### config.mk
export PLATFORM = sky130hd
export DESIGN_NAME = boot_reset_seq
export DESIGN_NICKNAME = d
export VERILOG_FILES = /design/src/rtl/boot_rst_pkg.sv /design/src/rtl/brs_sync.sv /design/src/rtl/brs_strap_latch.sv /design/src/rtl/brs_enable_decode.sv /design/src/rtl/brs_module_reset.sv /design/src/rtl/boot_reset_seq.sv
export SDC_FILE = /design/constraint.sdc
export NUM_CORES = 1
export LEC_CHECK = 0
export ABC_AREA = 1
export BUFFER_PORTS_ARGS = -buffer_cell sky130_fd_sc_hd__buf_4
export CAP_MARGIN = 20
export CORE_ASPECT_RATIO = 0.5
export CORE_UTILIZATION = 41
export DETAILED_ROUTE_END_ITERATION = 8
export GPL_ROUTABILITY_DRIVEN = 1
export PLACE_DENSITY = 0.8
export SLEW_MARGIN = 20
export SYNTH_ARGS = -nofsm -noshare
export SYNTH_HDL_FRONTEND = slang
export SYNTH_SLANG_ARGS = --single-unit
export TNS_END_PERCENT = 50
### constraint.sdc
create_clock -name clk -period 1.9 [get_ports clk]
set_clock_uncertainty 0.1 [all_clocks]
set_input_delay 0.095 -clock clk [delete_from_list [all_inputs] [get_ports clk]]
set_output_delay 0.095 -clock clk [all_outputs]
set_load 0.01 [all_outputs]
### src/rtl/boot_rst_pkg.sv
package boot_rst_pkg;
  localparam int unsigned MODE_W = 3;
  localparam int unsigned NUM_MOD = 52;

  typedef enum logic [MODE_W-1:0] {
    BM_NAND_ROM = 3'd0,
    BM_XMEM     = 3'd1,
    BM_MMC_ROM  = 3'd2,
    BM_UART_ROM = 3'd3,
    BM_USB_ROM  = 3'd4,
    BM_SPI_ROM  = 3'd5,
    BM_ETH_ROM  = 3'd6,
    BM_HOST_ROM = 3'd7
  } boot_mode_e;

  // module slot numbers decoded by the power controller
  localparam int unsigned SLOT_USB   = 9;
  localparam int unsigned SLOT_XMEM  = 14;
  localparam int unsigned SLOT_MMC   = 15;
  localparam int unsigned SLOT_UART  = 19;
  localparam int unsigned SLOT_HOST  = 21;
  localparam int unsigned SLOT_SPI   = 22;
  localparam int unsigned SLOT_TMRA  = 27;
  localparam int unsigned SLOT_TMRB  = 29;
  localparam int unsigned SLOT_SYS   = 30;
  localparam int unsigned SLOT_CPU   = 31;
  localparam int unsigned SLOT_EMU   = 35;
  localparam int unsigned SLOT_ETH   = 40;
  localparam int unsigned SLOT_RTC   = 41;
endpackage

### src/rtl/brs_sync.sv
module brs_sync #(
  parameter int unsigned STAGES = 2
) (
  input  logic clk,
  input  logic arst_n,
  output logic rst_n_o
);
  logic [STAGES-1:0] sh_q;
  logic [STAGES-1:0] sh_nx;

  always_comb begin
    sh_nx = {sh_q[STAGES-2:0], 1'b1};
  end

  always_ff @(posedge clk or negedge arst_n) begin
    if (!arst_n) sh_q <= '0;
    else         sh_q <= sh_nx;
  end

  assign rst_n_o = sh_q[STAGES-1];
endmodule

### src/rtl/brs_strap_latch.sv
module brs_strap_latch #(
  parameter int unsigned BUS_W    = 16,
  parameter int unsigned MODE_W   = 3,
  parameter int unsigned BOOT_LSB = 11,
  parameter int unsigned CFG_LSB  = 8
) (
  input  logic              clk,
  input  logic              hard_n,
  input  logic [BUS_W-1:0]  strap_bus,
  input  logic              osc_strap,
  output logic [MODE_W-1:0] boot_mode,
  output logic [MODE_W-1:0] mem_cfg,
  output logic              osc_mode,
  output logic              done
);
  logic [MODE_W-1:0] boot_q, boot_nx;
  logic [MODE_W-1:0] cfg_q, cfg_nx;
  logic              osc_q, osc_nx;
  logic              done_q, done_nx;
  logic              cap_en;
  logic              unused_pins;

  assign unused_pins = ^strap_bus;

  always_comb begin
    cap_en  = !done_q;
    boot_nx = strap_bus[BOOT_LSB +: MODE_W];
    cfg_nx  = strap_bus[CFG_LSB +: MODE_W];
    osc_nx  = osc_strap;
    done_nx = 1'b1;
  end

  always_ff @(posedge clk or negedge hard_n) begin
    if (!hard_n) begin
      boot_q <= '0;
      cfg_q  <= '0;
      osc_q  <= 1'b0;
      done_q <= 1'b0;
    end else if (cap_en) begin
      boot_q <= boot_nx;
      cfg_q  <= cfg_nx;
      osc_q  <= osc_nx;
      done_q <= done_nx;
    end
  end

  assign boot_mode = boot_q;
  assign mem_cfg   = cfg_q;
  assign osc_mode  = osc_q;
  assign done      = done_q;


  straps_hold_chk: assert property (@(posedge clk) disable iff (!hard_n)
    (done_q && $past(done_q)) |-> $stable({boot_q, cfg_q, osc_q}));
endmodule

### src/rtl/brs_enable_decode.sv
module brs_enable_decode
  import boot_rst_pkg::*;
#(
  parameter int unsigned NMOD = NUM_MOD
) (
  input  logic [MODE_W-1:0] boot_mode,
  output logic              rom_boot,
  output logic [NMOD-1:0]   mod_en
);
  boot_mode_e mode;
  assign mode = boot_mode_e'(boot_mode);

  always_comb begin
    mod_en = '0;
    mod_en[SLOT_TMRA] = 1'b1;
    mod_en[SLOT_TMRB] = 1'b1;
    mod_en[SLOT_SYS]  = 1'b1;
    mod_en[SLOT_CPU]  = 1'b1;
    mod_en[SLOT_EMU]  = 1'b1;
    mod_en[SLOT_RTC]  = 1'b1;
    unique case (mode)
      BM_NAND_ROM, BM_XMEM: mod_en[SLOT_XMEM] = 1'b1;
      BM_MMC_ROM:           mod_en[SLOT_MMC]  = 1'b1;
      BM_UART_ROM:          mod_en[SLOT_UART] = 1'b1;
      BM_USB_ROM:           mod_en[SLOT_USB]  = 1'b1;
      BM_SPI_ROM:           mod_en[SLOT_SPI]  = 1'b1;
      BM_ETH_ROM:           mod_en[SLOT_ETH]  = 1'b1;
      BM_HOST_ROM:          mod_en[SLOT_HOST] = 1'b1;
      default:              mod_en[SLOT_XMEM] = 1'b1;
    endcase
    rom_boot = (mode != BM_XMEM);
  end
endmodule

### src/rtl/brs_module_reset.sv
module brs_module_reset #(
  parameter int unsigned NMOD = 52
) (
  input  logic            clk,
  input  logic            core_rst_n,
  input  logic [NMOD-1:0] sw_bits,
  output logic [NMOD-1:0] mod_rst_n
);
  logic [NMOD-1:0] hold_nx;

  always_comb begin
    hold_nx = ~sw_bits;
  end

  for (genvar i = 0; i < NMOD; i++) begin : g_mod
    logic rq;
    always_ff @(posedge clk or negedge core_rst_n) begin
      if (!core_rst_n) rq <= 1'b0;
      else             rq <= hold_nx[i];
    end
    assign mod_rst_n[i] = rq;


    mod_hold_chk: assert property (@(posedge clk) disable iff (!core_rst_n)
      sw_bits[i] |=> !mod_rst_n[i]);
  end
endmodule

### src/rtl/boot_reset_seq.sv
module boot_reset_seq
  import boot_rst_pkg::*;
#(
  parameter int unsigned NMOD     = NUM_MOD,
  parameter int unsigned BUS_W    = 16,
  parameter int unsigned BOOT_LSB = 11,
  parameter int unsigned CFG_LSB  = 8,
  parameter int unsigned SYNC_STG = 2
) (
  input  logic              clk,
  input  logic              ext_rst_n,
  input  logic              tst_rst_n,
  input  logic              max_rst_req,
  input  logic              sys_rst_req,
  input  logic [NMOD-1:0]   mod_rst_bits,
  input  logic [BUS_W-1:0]  strap_bus,
  input  logic              osc_strap,
  output logic              test_rst_n,
  output logic              core_rst_n,
  output logic              soft_rst_n,
  output logic [MODE_W-1:0] boot_mode,
  output logic [MODE_W-1:0] mem_cfg,
  output logic              osc_mode,
  output logic              rom_boot,
  output logic [NMOD-1:0]   mod_en_dflt,
  output logic [NMOD-1:0]   mod_rst_n,
  output logic              strap_done
);
  localparam int unsigned NDOM = 3;
  localparam int unsigned D_TEST = 0;
  localparam int unsigned D_CORE = 1;
  localparam int unsigned D_SOFT = 2;

  logic            hard_n;
  logic [NDOM-1:0] cause_n;
  logic [NDOM-1:0] dom_rst_n;

  always_comb begin
    hard_n          = ext_rst_n & ~max_rst_req;
    cause_n[D_TEST] = ext_rst_n | tst_rst_n;
    cause_n[D_CORE] = hard_n;
    cause_n[D_SOFT] = hard_n & ~sys_rst_req;
  end

  for (genvar d = 0; d < NDOM; d++) begin : g_dom
    brs_sync #(.STAGES(SYNC_STG)) u_sync (
      .clk     (clk),
      .arst_n  (cause_n[d]),
      .rst_n_o (dom_rst_n[d])
    );
  end

  assign test_rst_n = dom_rst_n[D_TEST];
  assign core_rst_n = dom_rst_n[D_CORE];
  assign soft_rst_n = dom_rst_n[D_SOFT];

  brs_strap_latch #(
    .BUS_W(BUS_W), .MODE_W(MODE_W), .BOOT_LSB(BOOT_LSB), .CFG_LSB(CFG_LSB)
  ) u_strap (
    .clk       (clk),
    .hard_n    (hard_n),
    .strap_bus (strap_bus),
    .osc_strap (osc_strap),
    .boot_mode (boot_mode),
    .mem_cfg   (mem_cfg),
    .osc_mode  (osc_mode),
    .done      (strap_done)
  );

  brs_enable_decode #(.NMOD(NMOD)) u_dec (
    .boot_mode (boot_mode),
    .rom_boot  (rom_boot),
    .mod_en    (mod_en_dflt)
  );

  brs_module_reset #(.NMOD(NMOD)) u_modrst (
    .clk        (clk),
    .core_rst_n (core_rst_n),
    .sw_bits    (mod_rst_bits),
    .mod_rst_n  (mod_rst_n)
  );


  test_in_core_chk: assert property (@(posedge clk) disable iff (!ext_rst_n)
    !test_rst_n |-> !core_rst_n);


  core_in_soft_chk: assert property (@(posedge clk) disable iff (!ext_rst_n)
    !core_rst_n |-> !soft_rst_n);


  soft_req_chk: assert property (@(posedge clk) disable iff (!ext_rst_n)
    sys_rst_req |=> !soft_rst_n);


  straps_first_chk: assert property (@(posedge clk) disable iff (!hard_n)
    $rose(core_rst_n) |-> strap_done);


  one_boot_dev_chk: assert property (@(posedge clk) disable iff (!core_rst_n)
    $onehot0({mod_en_dflt[SLOT_MMC], mod_en_dflt[SLOT_UART], mod_en_dflt[SLOT_USB],
              mod_en_dflt[SLOT_SPI], mod_en_dflt[SLOT_ETH], mod_en_dflt[SLOT_HOST]}));
endmodule

Word-level counts from Yosys, hierarchy flattened
Cells that the tools add are included.
Widths: inputs -> output; s select.
{ "classes": {"bitwise_logic": 6, "mux": 7, "n_eq_ne": 8, "reduce_logical": 2} }
{ "op_table": {"columns": ["cell", "count"], "rows": [
  ["$not 52->52", 1],
  ["$eq 3x3->1 const B", 4],
  ["$mux 1", 7],
  ["$eq 3x2->1 const B", 2],
  ["$eq 3x1->1 const B", 1],
  ["$logic_not 3->1", 1],
  ["$ne 3x1->1 const B", 1],
  ["$and 1x1->1", 2],
  ["$not 1->1", 2],
  ["$reduce_or 2->1", 1],
  ["$or 1x1->1", 1]
]} }
{ "totals": {"output_inout_bits": 116, "in_bits": 74, "regBits": 66} }

Depth between registers and ports, before layout
{ "depth": {"depth_word": 3, "depth_mapped": 4, "ltp_nobuf": 3} }

Cells and area by module
Synthesis repeated with hierarchy kept, for this count alone.
{ "hier_totals": {"hier_cells": 263, "area_unflattened_um2": 2765.2} }
{ "modules_own_cells": {"columns": ["module", "instances", "seq_area_each_um2", "cells_each", "area_each_um2"], "rows": [
  ["brs_module_reset", 1, 1301.2, 156, 1886.8],
  ["brs_enable_decode", 1, 0.0, 61, 397.9],
  ["brs_strap_latch", 1, 200.2, 32, 297.8],
  ["brs_sync", 3, 50.0, 3, 53.8],
  ["boot_reset_seq", 1, 0.0, 5, 21.3]
]} }

Worst setup path before layout
Ideal clock, no wire load.
{ "synth_timing": {"kind": "flip-flop to output port", "startpoint": "reg g_dom[1].u_sync.sh_q[1]", "endpoint": "out core_rst_n", "path_slack_ps": 233, "stages_incl_launch_ff": 1, "arrival_time_ps": 1472, "n_path_buf": 0, "path_cell_list": "dfrtp_1"} }
{ "synth_rtl": {"columns": ["element", "line", "source"], "rows": [
  ["from (decl)", "brs_sync.sv:8", "logic [STAGES-1:0] sh_q;"],
  ["from (signal assigned)", "brs_sync.sv:17", "else sh_q <= sh_nx;"],
  ["to (decl)", "boot_reset_seq.sv:19", "output logic core_rst_n,"]
]} }
No word-level cell between the ends.

Final worst setup path
{ "layout_timing": {"startpoint": "reg u_strap.boot_q[0] (netlist: u_strap.boot_mode[0])", "endpoint": "out mod_en_dflt[15]"} }
{ "layout_via": {"elab_chain_len": 2} }
{ "layout_rtl": {"columns": ["element", "line", "source"], "rows": [
  ["from (decl)", "brs_strap_latch.sv:16", "logic [MODE_W-1:0] boot_q, boot_nx;"],
  ["from (signal assigned)", "brs_strap_latch.sv:40", "boot_q <= boot_nx;"],
  ["$eq 3x2->1", "brs_enable_decode.sv:21", "unique case (mode)"],
  ["$mux 1", "brs_enable_decode.sv:21", null],
  ["to (decl)", "boot_reset_seq.sv:25", "output logic [NMOD-1:0] mod_en_dflt,"]
]} }
No other way between the ends.

==> impl_metrics.py <==
metrics = {
    "status": {
        "outcome": "finished, final reports clean",
    },
    "synth": {
        "avgSynthCellArea_um2": 10.6,
        "synth_top_area_cell": "dfrtp_1",
        "synth-seq-cells": 65,
        "synth_cell_type_count": 9,
        "yosysMostFrequentCell": "buf_4",
        "synth_cells": 258,
        "synthFlopType": "dfrtp_1",
        "synth_top_area_share_pct": 59.7,
        "synth-warning-count": 0,
        "yosys-top-cells-area": "dfrtp_1 60%, buf_4 27%, inv_1 7.7%",
        "synth_seq_area_share_pct": 59.7,
        "async_flop_share_pct": 100,
        "synth_edf_count": 0,
        "syn-cell-area_um2": 2730,
        "synthTopCellsByCount": "97 x buf_4, 65 x dfrtp_1, 56 x inv_1",
    },
    "finish": {
        "fillerInstances": 449,
        "nets": 491,
        "synthToLayoutAreaGrowth_pct": 54.2,
        "multi_input_area_um2": 318,
        "drive_gt1_share_pct": 35.4,
        "utilization_pct": 67.4,
        "layout.cells.non_filler": 509,
        "seq_area_um2": 1630,
        "antenna_cells": 0,
    },
    "global_route": {
        "grt_pass1_wl_um": 9400,
        "first_global_vias": 1970,
        "grt_max_degree": 53,
        "grtUsageMet1_pct": 19.1,
        "grt_overflow": 0,
        "grtUsageMet3_pct": 5.78,
        "met2_usage_pct": 36.7,
        "top_usage_layer": "met2",
        "antenna_found_initial": 0,
        "grt_usage_pct": 19.0,
    },
    "route": {
        "totalWireLength_um": 6260,
        "wl_per_cell_um": 12.3,
        "drc_errors": 0,
        "antenna_left": 0,
        "drtIter0Drc": 94,
        "vias": 1885,
        "vias_per_cell": 3.70,
        "dr.pass1.iters": 4,
    },
    "sta": {
        "period_needed_ns": 1.37,
        "fin_crit_sh_pct": 72.3,
        "timing.slew.headroom_pct": 58.6,
        "finalSetupTns_ns": 0,
        "max_freq_mhz": 728,
        "final-hold-violation-count": 0,
        "setup_viol": 0,
        "rsz0062_at_grt": "false",
        "fin_ws_ns": 0.527,
        "drv_slew": 0,
        "max_slew.worst_pin.slew_ns": 0.621,
    },
    "floorplan": {
        "row_count": 20,
        "core-area_um2": 6230,
        "die_x_um": 117,
        "dieArea_um2": 7000,
        "initial_core_util_pct": 43.7,
        "die_h_um": 59.7,
        "ios": 190,
    },
    "flow_run": {
        "cap_violations": 0,
    },
    "clock_network": {
        "h-tree-depth": 3,
        "clk_pin_slew_ns": 0.05,
        "cts_tree": "yes",
        "clock_tree.root_cell": "clkbuf_16",
        "cts.sinks": 65,
        "cts_resized": 0,
        "clock_latency_ns": 0.31,
        "cts_buffer_depth": 2,
        "numCtsBuffers": 9,
    },
    "placement": {
        "numPortBuffers": 134,
        "pre_cts_slack_ns": 0.878,
        "place_hpwl_um": 3460,
        "gp_congestion": 0.678,
        "dp_cells": 429,
    },
    "critical_path": {
        "worstSetupPathType": "reg -> out",
        "r2r_cells": 3,
        "cpMaxStageDelayCell": "dfrtp_1",
        "endpoint_kind": "output pin",
        "cp-start-kind": "flip-flop",
        "crit_chain": "inv_1, nand2_1, nor2_1, buf_4",
        "cp_slowest_stage_delay_ns": 0.44,
        "worstPathMaxFanout": 7,
        "cp_data_arrival_time_ns": 1.18,
        "cp.required_ns": 1.70,
    },
    "power_and_ir_drop": {
        "power.share.switching_pct": 22.2,
        "p_switching_uw": 770,
        "p_clk_share_pct": 41.7,
        "power.density_nw_per_um2": 826,
        "ir_worst_vdd_mv": 0.428,
        "p_seq_share_pct": 43.4,
        "power.internal_uw": 2700,
        "power_leakage_uw": 0.00237,
        "pwr-share-comb_pct": 14.9,
    },
    "hold_path": {
        "hold_class": "in -> async",
    },
}
-- cells by family after synthesis --
kind of cell,after synthesis,synth area share [%]
flip-flops,65,59.7
buffers and inverters,155,35.0
AND/OR/NAND/NOR,36,5.05
other,2,0.276
-- routing by layer --
metal  routed length [µm]  vias to the layer above
li1                     -                      896
met1                 2080                      895
met2                 3720                       84
met3                  339                       10
met4                  120                        0
met5                    0                        -
-- registers in the layout (all words and copies together), names as in the netlist --
signal             flops
u_strap.mem_cfg        3
u_strap.osc_mode       1
u_modrst.g_mod.rq     52
g_dom.u_sync.sh_q      6
u_strap.boot_mode      3
-- power by group through the flow --
| stage | Clock [µW] | Sequential (µW) | Combinational (µW) |
|---|---|---|---|
| after floorplan | 0 | 1540 | 277 |
| after global placement | 0 | 1520 | 391 |
| after detailed placement | 0 | 1520 | 400 |
| after CTS | 1480 | 1500 | 508 |
| after global routing | 1580 | 1510 | 565 |
| final | 1450 | 1500 | 518 |
-- cell usage in the layout (no fill, tap or decap) --
master and n:
nor2_1 8, or2_2 1, clkbuf_1 4, inv_1 56, dfrtp_1 64, inv_2 1, clkbuf_16 9, dlygate4sd3_1 65
clkbuf_8 2, conb_1 48, nand2_1 27, buf_4 135, dfrtp_2 1
-- area by class of cell --
cell class              instances  share of cell area [%]
clock buffers                  15                    6.37
inverters                      57                    5.09
multi-input cells              84                    7.56
flip-flops and latches         65                    38.7
well taps                      88                    2.62
repair buffers                200                    39.6
-- repair_timing --
| action | 4_1_cts | 5_1_grt |
|---|---|---|
| buffers inserted | 0 | 0 |
| hold buffers | 65 | 0 |
| endpoints found under the hold margin | 72 | 0 |
-- critical path: cells and delay by family (launching register included) --
family / cells / cell delay (ns)
DFF: 1 / 0.44
buffers and inverters: 2 / 0.26
and+or+nand+nor: 2 / 0.16
-- final timing paths --
path | start | endpoint | slack (ns)
max | u_strap.boot_mode[0]$_DFFE_PN0N_ | mod_en_dflt[15] | 0.53
min | ext_rst_n | u_strap.mem_cfg[2]$_DFFE_PN0N_ | 0.24
max reg2reg | g_dom[1].u_sync.sh_q[0]$_DFF_PN0_ | u_strap.boot_mode[1]$_DFFE_PN0N_ | 0.91
min reg2reg | g_dom[2].u_sync.sh_q[0]$_DFF_PN0_ | g_dom[2].u_sync.sh_q[1]$_DFF_PN0_ | 0.26
max in group asynchronous | max_rst_req | g_dom[2].u_sync.sh_q[1]$_DFF_PN0_ | 0.78
min in group clk | g_dom[2].u_sync.sh_q[0]$_DFF_PN0_ | g_dom[2].u_sync.sh_q[1]$_DFF_PN0_ | 0.26
-- per-stage QoR --
stage               instance area [µm²]  total power, µW  hold slack, ns
floorplan                          2900             1810          -0.221
global placement                   3280             1910          -0.135
detailed placement                 3280             1920          -0.130
CTS                                4200             3490           0.244
global route                       4200             3650           0.269
finish                             4200             3470           0.239
Note: power is estimated with default switching activity, not from simulation.
